## config.mk

```make
export PLATFORM = sky130hd
export DESIGN_NAME = sio_cfg_port
export DESIGN_NICKNAME = d
export VERILOG_FILES = /design/src/rtl/sio_cfg_pkg.sv /design/src/rtl/sio_key_unlock.sv /design/src/rtl/sio_cfg_regs.sv /design/src/rtl/sio_cfg_port.sv
export SDC_FILE = /design/constraint.sdc
export NUM_CORES = 2
export LEC_CHECK = 0
export BUFFER_PORTS_ARGS = -buffer_cell sky130_fd_sc_hd__buf_2
export CORE_MARGIN = 2
export CORE_UTILIZATION = 60
export CTS_CLUSTER_SIZE = 30
export DETAILED_ROUTE_END_ITERATION = 16
export GPL_TIMING_DRIVEN = 1
export PLACE_DENSITY = 0.76
export SYNTH_ARGS = -nofsm -noshare
export SYNTH_HDL_FRONTEND = slang
export SYNTH_HIERARCHICAL = 1
export SYNTH_SLANG_ARGS = --single-unit
```

## constraint.sdc

```tcl
create_clock -name clk -period 3.89 [get_ports clk]
set_input_delay 0.778 -clock clk [delete_from_list [all_inputs] [get_ports clk]]
set_output_delay 0.778 -clock clk [all_outputs]
set_load 0.005 [all_outputs]
```

## src/rtl/sio_cfg_pkg.sv

```systemverilog
// Package: shared constants for the configuration unlock port.
// Assumes 8-bit registers and 8-bit register indices.
package sio_cfg_pkg;
    localparam logic [7:0] KEY_B0    = 8'h87;
    localparam logic [7:0] KEY_B1    = 8'h01;
    localparam logic [7:0] KEY_B2    = 8'h55;
    localparam logic [7:0] IDX_EXIT  = 8'h02;
    localparam logic [7:0] VAL_EXIT  = 8'h02;
    localparam logic [7:0] IDX_LDN   = 8'h07;
    localparam logic [7:0] IDX_ID_HI = 8'h20;
    localparam logic [7:0] IDX_ID_LO = 8'h21;
    localparam logic [7:0] IDX_FCTL  = 8'h24;
    localparam logic [7:0] IDX_SPI_H = 8'h64;
    localparam logic [7:0] IDX_SPI_L = 8'h65;
    localparam logic [7:0] RD_LOCKED = 8'hFF;
endpackage

```

## src/rtl/sio_key_unlock.sv

```systemverilog
// Module: key sequencer. Tracks the four-byte unlock key written to the index
// address while locked, and holds the unlocked state until a relock request.
// Assumes key_wr is only asserted for index-address writes.
module sio_key_unlock
    import sio_cfg_pkg::*;
#(
    parameter logic [7:0] KEY_LAST_A = 8'h55,
    parameter logic [7:0] KEY_LAST_B = 8'hAA
) (
    input  logic       clk,
    input  logic       rst_n,
    input  logic       strap_alt,
    input  logic       key_wr,
    input  logic [7:0] wdata,
    input  logic       relock,
    output logic       unlocked
);
    logic [1:0] kpos;
    logic [7:0] expect_byte;
    logic [7:0] last_byte;

    // Final key byte follows the base strap.
    assign last_byte = strap_alt ? KEY_LAST_B : KEY_LAST_A;

    // Selects the byte expected at the current key position.
    always_comb begin
        case (kpos)
            2'd0:    expect_byte = KEY_B0;
            2'd1:    expect_byte = KEY_B1;
            2'd2:    expect_byte = KEY_B2;
            default: expect_byte = last_byte;
        endcase
    end

    // Advances, restarts or completes the key match; relock closes the port.
    always_ff @(posedge clk) begin
        if (!rst_n) begin
            kpos     <= 2'd0;
            unlocked <= 1'b0;
        end else if (unlocked) begin
            kpos <= 2'd0;
            if (relock) unlocked <= 1'b0;
        end else if (key_wr) begin
            if (wdata == expect_byte) begin
                if (kpos == 2'd3) begin
                    unlocked <= 1'b1;
                    kpos     <= 2'd0;
                end else begin
                    kpos <= kpos + 2'd1;
                end
            end else begin
                kpos <= (wdata == KEY_B0) ? 2'd1 : 2'd0;
            end
        end
    end

    a_r3_unlock_follows_last_key: assert property (@(posedge clk) disable iff (!rst_n)
        $rose(unlocked) |-> $past(key_wr && wdata == last_byte));
endmodule

```

## src/rtl/sio_cfg_regs.sv

```systemverilog
// Module: configuration register file. Holds the global registers and one
// bank of registers per logical device, and decodes register reads.
// Assumes reg_wr is only asserted while the port is unlocked.
module sio_cfg_regs
    import sio_cfg_pkg::*;
#(
    parameter logic [15:0] CHIP_ID       = 16'h8716,
    parameter int          NUM_LDN       = 8,
    parameter logic [7:0]  BANK_LO       = 8'h60,
    parameter int          BANK_REGS     = 16,
    parameter int          SPI_LDN       = 7,
    parameter logic [15:0] SPI_BASE_RST  = 16'h0820,
    parameter logic [5:0]  FLASH_CTL_RST = 6'h00
) (
    input  logic        clk,
    input  logic        rst_n,
    input  logic        reg_wr,
    input  logic [7:0]  reg_idx,
    input  logic [7:0]  wdata,
    output logic [7:0]  rd_val,
    output logic [15:0] spi_base,
    output logic [5:0]  flash_ctl
);
    localparam int OFF_W  = $clog2(BANK_REGS);
    localparam int LDN_W  = (NUM_LDN > 1) ? $clog2(NUM_LDN) : 1;
    localparam int HI_OFF = int'(IDX_SPI_H) - int'(BANK_LO);
    localparam int LO_OFF = int'(IDX_SPI_L) - int'(BANK_LO);

    logic [7:0]       ldn;
    logic [7:0]       rel;
    logic             in_bank;
    logic             ldn_ok;
    logic [OFF_W-1:0] off;
    logic [LDN_W-1:0] ldn_sel;
    logic [7:0]       bank_rd [NUM_LDN];

    assign rel     = reg_idx - BANK_LO;
    assign in_bank = rel < 8'(BANK_REGS);
    assign off     = rel[OFF_W-1:0];
    assign ldn_ok  = ldn < 8'(NUM_LDN);
    assign ldn_sel = ldn[LDN_W-1:0];

    // Global registers: device select and flash-decode control.
    always_ff @(posedge clk) begin
        if (!rst_n) begin
            ldn       <= 8'h00;
            flash_ctl <= FLASH_CTL_RST;
        end else if (reg_wr) begin
            if (reg_idx == IDX_LDN)  ldn       <= wdata;
            if (reg_idx == IDX_FCTL) flash_ctl <= wdata[5:0];
        end
    end

    for (genvar g = 0; g < NUM_LDN; g++) begin : g_bank
        logic [7:0] cells [BANK_REGS];

        // Per-device bank; the SPI device resets its base-address bytes.
        always_ff @(posedge clk) begin
            if (!rst_n) begin
                for (int k = 0; k < BANK_REGS; k++) begin
                    if (g == SPI_LDN && k == HI_OFF)      cells[k] <= SPI_BASE_RST[15:8];
                    else if (g == SPI_LDN && k == LO_OFF) cells[k] <= SPI_BASE_RST[7:0];
                    else                                  cells[k] <= 8'h00;
                end
            end else if (reg_wr && in_bank && ldn_ok && ldn_sel == LDN_W'(g)) begin
                cells[off] <= wdata;
            end
        end

        assign bank_rd[g] = cells[off];

        if (g == SPI_LDN) begin : g_spi
            assign spi_base = {cells[HI_OFF], cells[LO_OFF]};
        end
    end

    // Read decode of the selected register.
    always_comb begin
        if (in_bank)                     rd_val = ldn_ok ? bank_rd[ldn_sel] : 8'h00;
        else if (reg_idx == IDX_LDN)     rd_val = ldn;
        else if (reg_idx == IDX_ID_HI)   rd_val = CHIP_ID[15:8];
        else if (reg_idx == IDX_ID_LO)   rd_val = CHIP_ID[7:0];
        else if (reg_idx == IDX_FCTL)    rd_val = {2'b00, flash_ctl};
        else                             rd_val = 8'h00;
    end

    a_r8_ldn_holds: assert property (@(posedge clk) disable iff (!rst_n)
        !(reg_wr && reg_idx == IDX_LDN) |=> $stable(ldn));
    a_r10_fctl_holds: assert property (@(posedge clk) disable iff (!rst_n)
        !(reg_wr && reg_idx == IDX_FCTL) |=> $stable(flash_ctl));
endmodule

```

## src/rtl/sio_cfg_port.sv

```systemverilog
// Module: top of the configuration unlock port. Decodes the strapped
// index/data address pair, keeps the index register and registers read data.
// Assumes one-cycle bus_wr / bus_rd strobes, not both in the same cycle.
module sio_cfg_port
    import sio_cfg_pkg::*;
#(
    parameter logic [15:0] BASE_A        = 16'h002E,
    parameter logic [15:0] BASE_B        = 16'h004E,
    parameter logic [7:0]  KEY_LAST_A    = 8'h55,
    parameter logic [7:0]  KEY_LAST_B    = 8'hAA,
    parameter logic [15:0] CHIP_ID       = 16'h8716,
    parameter int          NUM_LDN       = 8,
    parameter logic [7:0]  BANK_LO       = 8'h60,
    parameter int          BANK_REGS     = 16,
    parameter int          SPI_LDN       = 7,
    parameter logic [15:0] SPI_BASE_RST  = 16'h0820,
    parameter logic [5:0]  FLASH_CTL_RST = 6'h00
) (
    input  logic        clk,
    input  logic        rst_n,
    input  logic        strap_alt,
    input  logic [15:0] bus_addr,
    input  logic [7:0]  bus_wdata,
    input  logic        bus_wr,
    input  logic        bus_rd,
    output logic [7:0]  bus_rdata,
    output logic        cfg_unlocked,
    output logic [15:0] spi_base,
    output logic [5:0]  flash_ctl
);
    logic [15:0] idx_addr;
    logic        hit_idx, hit_dat;
    logic [7:0]  idx_q;
    logic [7:0]  reg_val;
    logic        relock;
    logic        data_wr;

    assign idx_addr = strap_alt ? BASE_B : BASE_A;
    assign hit_idx  = bus_addr == idx_addr;
    assign hit_dat  = bus_addr == idx_addr + 16'd1;
    assign data_wr  = bus_wr && hit_dat && cfg_unlocked;
    assign relock   = data_wr && idx_q == IDX_EXIT && bus_wdata == VAL_EXIT;

    sio_key_unlock #(
        .KEY_LAST_A (KEY_LAST_A),
        .KEY_LAST_B (KEY_LAST_B)
    ) u_key (
        .clk       (clk),
        .rst_n     (rst_n),
        .strap_alt (strap_alt),
        .key_wr    (bus_wr && hit_idx),
        .wdata     (bus_wdata),
        .relock    (relock),
        .unlocked  (cfg_unlocked)
    );

    sio_cfg_regs #(
        .CHIP_ID       (CHIP_ID),
        .NUM_LDN       (NUM_LDN),
        .BANK_LO       (BANK_LO),
        .BANK_REGS     (BANK_REGS),
        .SPI_LDN       (SPI_LDN),
        .SPI_BASE_RST  (SPI_BASE_RST),
        .FLASH_CTL_RST (FLASH_CTL_RST)
    ) u_regs (
        .clk       (clk),
        .rst_n     (rst_n),
        .reg_wr    (data_wr),
        .reg_idx   (idx_q),
        .wdata     (bus_wdata),
        .rd_val    (reg_val),
        .spi_base  (spi_base),
        .flash_ctl (flash_ctl)
    );

    // Index register: loaded by unlocked index writes, cleared on relock.
    always_ff @(posedge clk) begin
        if (!rst_n)                              idx_q <= 8'h00;
        else if (relock)                         idx_q <= 8'h00;
        else if (bus_wr && hit_idx && cfg_unlocked) idx_q <= bus_wdata;
    end

    // Read data register: updated only on a read strobe.
    always_ff @(posedge clk) begin
        if (!rst_n) begin
            bus_rdata <= RD_LOCKED;
        end else if (bus_rd) begin
            if (!cfg_unlocked)  bus_rdata <= RD_LOCKED;
            else if (hit_idx)   bus_rdata <= idx_q;
            else if (hit_dat)   bus_rdata <= reg_val;
            else                bus_rdata <= RD_LOCKED;
        end
    end

    a_r5_locked_reads_ff: assert property (@(posedge clk) disable iff (!rst_n)
        (bus_rd && !cfg_unlocked) |=> bus_rdata == 8'hFF);
    a_r7_id_high: assert property (@(posedge clk) disable iff (!rst_n)
        (bus_rd && cfg_unlocked && hit_dat && idx_q == IDX_ID_HI) |=> bus_rdata == CHIP_ID[15:8]);
    a_r11_exit_locks: assert property (@(posedge clk) disable iff (!rst_n)
        (cfg_unlocked && bus_wr && hit_dat && idx_q == IDX_EXIT && bus_wdata == VAL_EXIT)
        |=> !cfg_unlocked);
    a_r13_rdata_holds: assert property (@(posedge clk) disable iff (!rst_n)
        !bus_rd |=> $stable(bus_rdata));
endmodule

```

==> impl_metrics.tcl <==
set metrics [dict create \
    syn_area_mm2 0.05032 \
    grt_pass1_wl_mm 207.1 \
    drc 0 \
    place_area_mm2 0.05179 \
    netlist_instances 3590 \
    grt_use_total 0.3241 \
    die_h_um 293.6 \
    fin_area_mm2 0.05528 \
    finalSetupViolCount 0 \
    root_buffer "clkbuf_16" \
    rsz0062_at_grt "false" \
    cp-start-kind "register" \
    skew_ns 0.02666 \
    multiInputGateArea_mm2 0.01701 \
    grt_pass1_vias 31580 \
    clockBufferDepth 3 \
    drive_gt1_frac 0.1904 \
    num_rows 106 \
    outcome "complete, no violations" \
    max_freq_mhz 266.3 \
    port_buffers 59 \
    grt_antenna_before_repair 3 \
    dieArea_mm2 0.08620 \
    grt_max_degree 124 \
    fin_tns_setup_ns 0 \
    area_delta_synth_final_pct 9.858 \
    fin_cells 4620 \
    r2r-end "bus_rdata[6]" \
    fillers 5643 \
    post_synth.cell_area_avg_um2 14.02 \
    synth_ff_type "edfxtp_1" \
    required_ns 4.44 \
    synth_edf_count 1024 \
    ant_nets 0 \
    ys_async_sr_fraction 0 \
    synth_cell_types 78 \
    worstReg2RegStart "idx_q[0]" \
    synth_top_cell_area_share 0.6110 \
    dpl.cell_count 4422 \
    via_per_inst 7.026 \
    crit_type "register to register" \
    yosys_warnings 6 \
    fin_nets 3485 \
    ctsResizeCount 0 \
    clock_latency_ns 0.70 \
    fin_crit_sh 0.9653 \
    maxCapViolCount 0 \
    vias 32460 \
    synth_top_area_cell "edfxtp_1" \
    crit_arrival_ns 4.31 \
    core-area_mm2 0.08329 \
    power.leakage_uw 0.02194 \
    gp_congestion 0.9792 \
    crit_fanout 24 \
    rr_worst_depth 10 \
    wl_per_cell_um 29.92 \
    drtPass1Iterations 6 \
    ys_seq_area_frac 0.6242 \
    drv_slew 0 \
    regArea_mm2 0.03142 \
    start_util 0.6042 \
    wirelength_mm 138.2 \
    cts_tree "done" \
    htreeDepth 3 \
    clk_pin_slew_ns 0.06 \
    drtIter0Drc 4726 \
    cp-endpoint "bus_rdata[6]" \
    synth_area_leaders "edfxtp_1 (61%), and3_1 (13%), mux4_2 (11%)" \
    period_needed_ns 3.755 \
    synth_fp_nets 3625 \
    cts_hold_buf 0 \
    p_per_area_mw_per_mm2 441.6 \
    cp-startpoint "idx_q[0]" \
    hold_path_class "primary input to register" \
    cts_setup_buffers 0 \
    yosys_register_bits 1057 \
    fin_total_pwr_uw 24420 \
    cts.sinks 1057 \
    io_pins 60 \
    relSlewSlack 0.2119 \
    tightest_slew_ns 1.152 \
    r2r_slack_ns 0.13 \
    hold_violations 0 \
    dp_hpwl_mm 86.11 \
    gr-total-overflow 0 \
    die_w_um 293.6 \
    worstSetupEndpointType "register" \
    ir_drop_v 0.0004064 \
    cts_buffers 106 \
]
-- where the power goes --
group | switching [uW] | internal, uW
sequential | 182 | 13000
combinational | 640 | 263
clock | 4390 | 5950
total | 5210 | 19200
-- stage by stage --
stage / hold WS, ns / util / worst slack [ns]
global route: 0.4348 / 0.6637 / 0.05782
detailed placement: 0.5084 / 0.6218 / 0.04774
floorplan: 0.4801 / - / 0.6112
global placement: 0.4891 / 0.6218 / -0.02740
finish: 0.4041 / 0.6638 / 0.1349
CTS: 0.3830 / 0.6637 / 0.2710
-- flip-flops by register name (all words and copies together), names as in the netlist --
| signal | cells |
|---|---|
| bus_rdata | 8 |
| idx_q | 8 |
| u_key/kpos | 2 |
| u_key/unlocked | 1 |
| u_regs/flash_ctl | 6 |
| u_regs/g_bank.cells | 1024 |
| u_regs/ldn | 8 |
-- worst max-delay path, cell delays in order, from the launching register on --
cell and delay [ns]:
dfxtp_4 0.59, buf_12 0.29, buf_4 0.39, mux4_2 0.60, mux4_2 0.56, nand2_1 0.10
a21oi_1 0.07, a311oi_1 0.53, a221oi_1 0.23, nand2_1 0.13, a31oi_1 0.07
-- Yosys cell counts (all sizes together), types with 9 or more instances --
| cell type | instances |
|---|---|
| nor2 | 54 |
| mux4 | 254 |
| clkbuf | 346 |
| a2111oi | 9 |
| a21oi | 9 |
| nand2 | 312 |
| o21ai | 19 |
| nor3 | 18 |
| buf | 116 |
| o211ai | 9 |
| edfxtp | 1024 |
| nor4 | 9 |
| dfxtp | 33 |
| and3 | 1026 |
| nor2b | 29 |
| a211oi | 25 |
| mux2i | 108 |
| a22oi | 18 |
| nand3 | 34 |
| a31oi | 11 |
| nand4 | 9 |
-- metal layers --
metal | vias to the layer above | GRT usage | part of all wire
met1 | 16300 | 0.4574 | 0.37
met2 | 2281 | 0.5029 | 0.47
met4 | 2 | 0.1167 | 0.036
met5 | - | 0 | 0.00012
li1 | 13570 | - | -
met3 | 304 | 0.07175 | 0.13
-- cells in the final DEF, fill, tap and decap left out, types with 9 or more instances in the layout --
cell,instances
and3_1,1025
edfxtp_1,1024
nand2_1,312
mux4_2,254
buf_4,125
clkbuf_16,108
mux2i_1,108
buf_2,50
nor2_1,40
buf_12,39
nand3_1,33
nor2b_1,28
dfxtp_1,28
clkinv_1,24
a211oi_1,23
o21ai_0,19
clkbuf_1,19
a22oi_1,18
clkinv_2,17
nor2_4,14
bufinv_16,12
a31oi_1,11
nor3_1,10
a21oi_1,9
o211ai_1,9
-- layout make-up --
cell class,count,share of cell area
Clock buffer,130,0.05092
Antenna cell,1,0.00004526
Timing Repair Buffer,214,0.03562
Sequential cell,1057,0.5684
Tap cell,1080,0.02444
Clock inverter,67,0.01229
Inverter,10,0.0006790
Multi-Input combinational cell,2061,0.3076
-- kinds of logic (layout without fill, tap and decap cells) --
logic type	Yosys count	count (layout)	synth area share
and+or+nand+nor	1534	1534	0.1743
xor gates and xnor gates	2	2	0.0003481
muxes	365	365	0.1358
DFF	1057	1057	0.6242
AOI/OAI and AO/OA	154	154	0.02325
adders and majority gates	6	6	0.001492
buffers and inverters	472	421	0.04065
other	0	1	0
-- worst min-delay path by stage --
| stage | start | to | slack (ns) | cells after the start |
|---|---|---|---|---|
| 6_report | rst_n | u_regs/ldn[1] | 0.40 | 2 |
| 5_1_grt | rst_n | u_regs/ldn[1] | 0.43 | 2 |
| 4_1_cts | rst_n | u_regs/ldn[1] | 0.38 | 2 |
| 3_5_place_dp | bus_rdata[4] | bus_rdata[4] | 0.51 | 2 |
| 3_3_place_gp | bus_rdata[4] | bus_rdata[4] | 0.49 | 2 |
| 2_1_floorplan | idx_q[1] | bus_rdata[1] | 0.48 | 2 |
No activity file was read; power rests on OpenSTA's default activity.
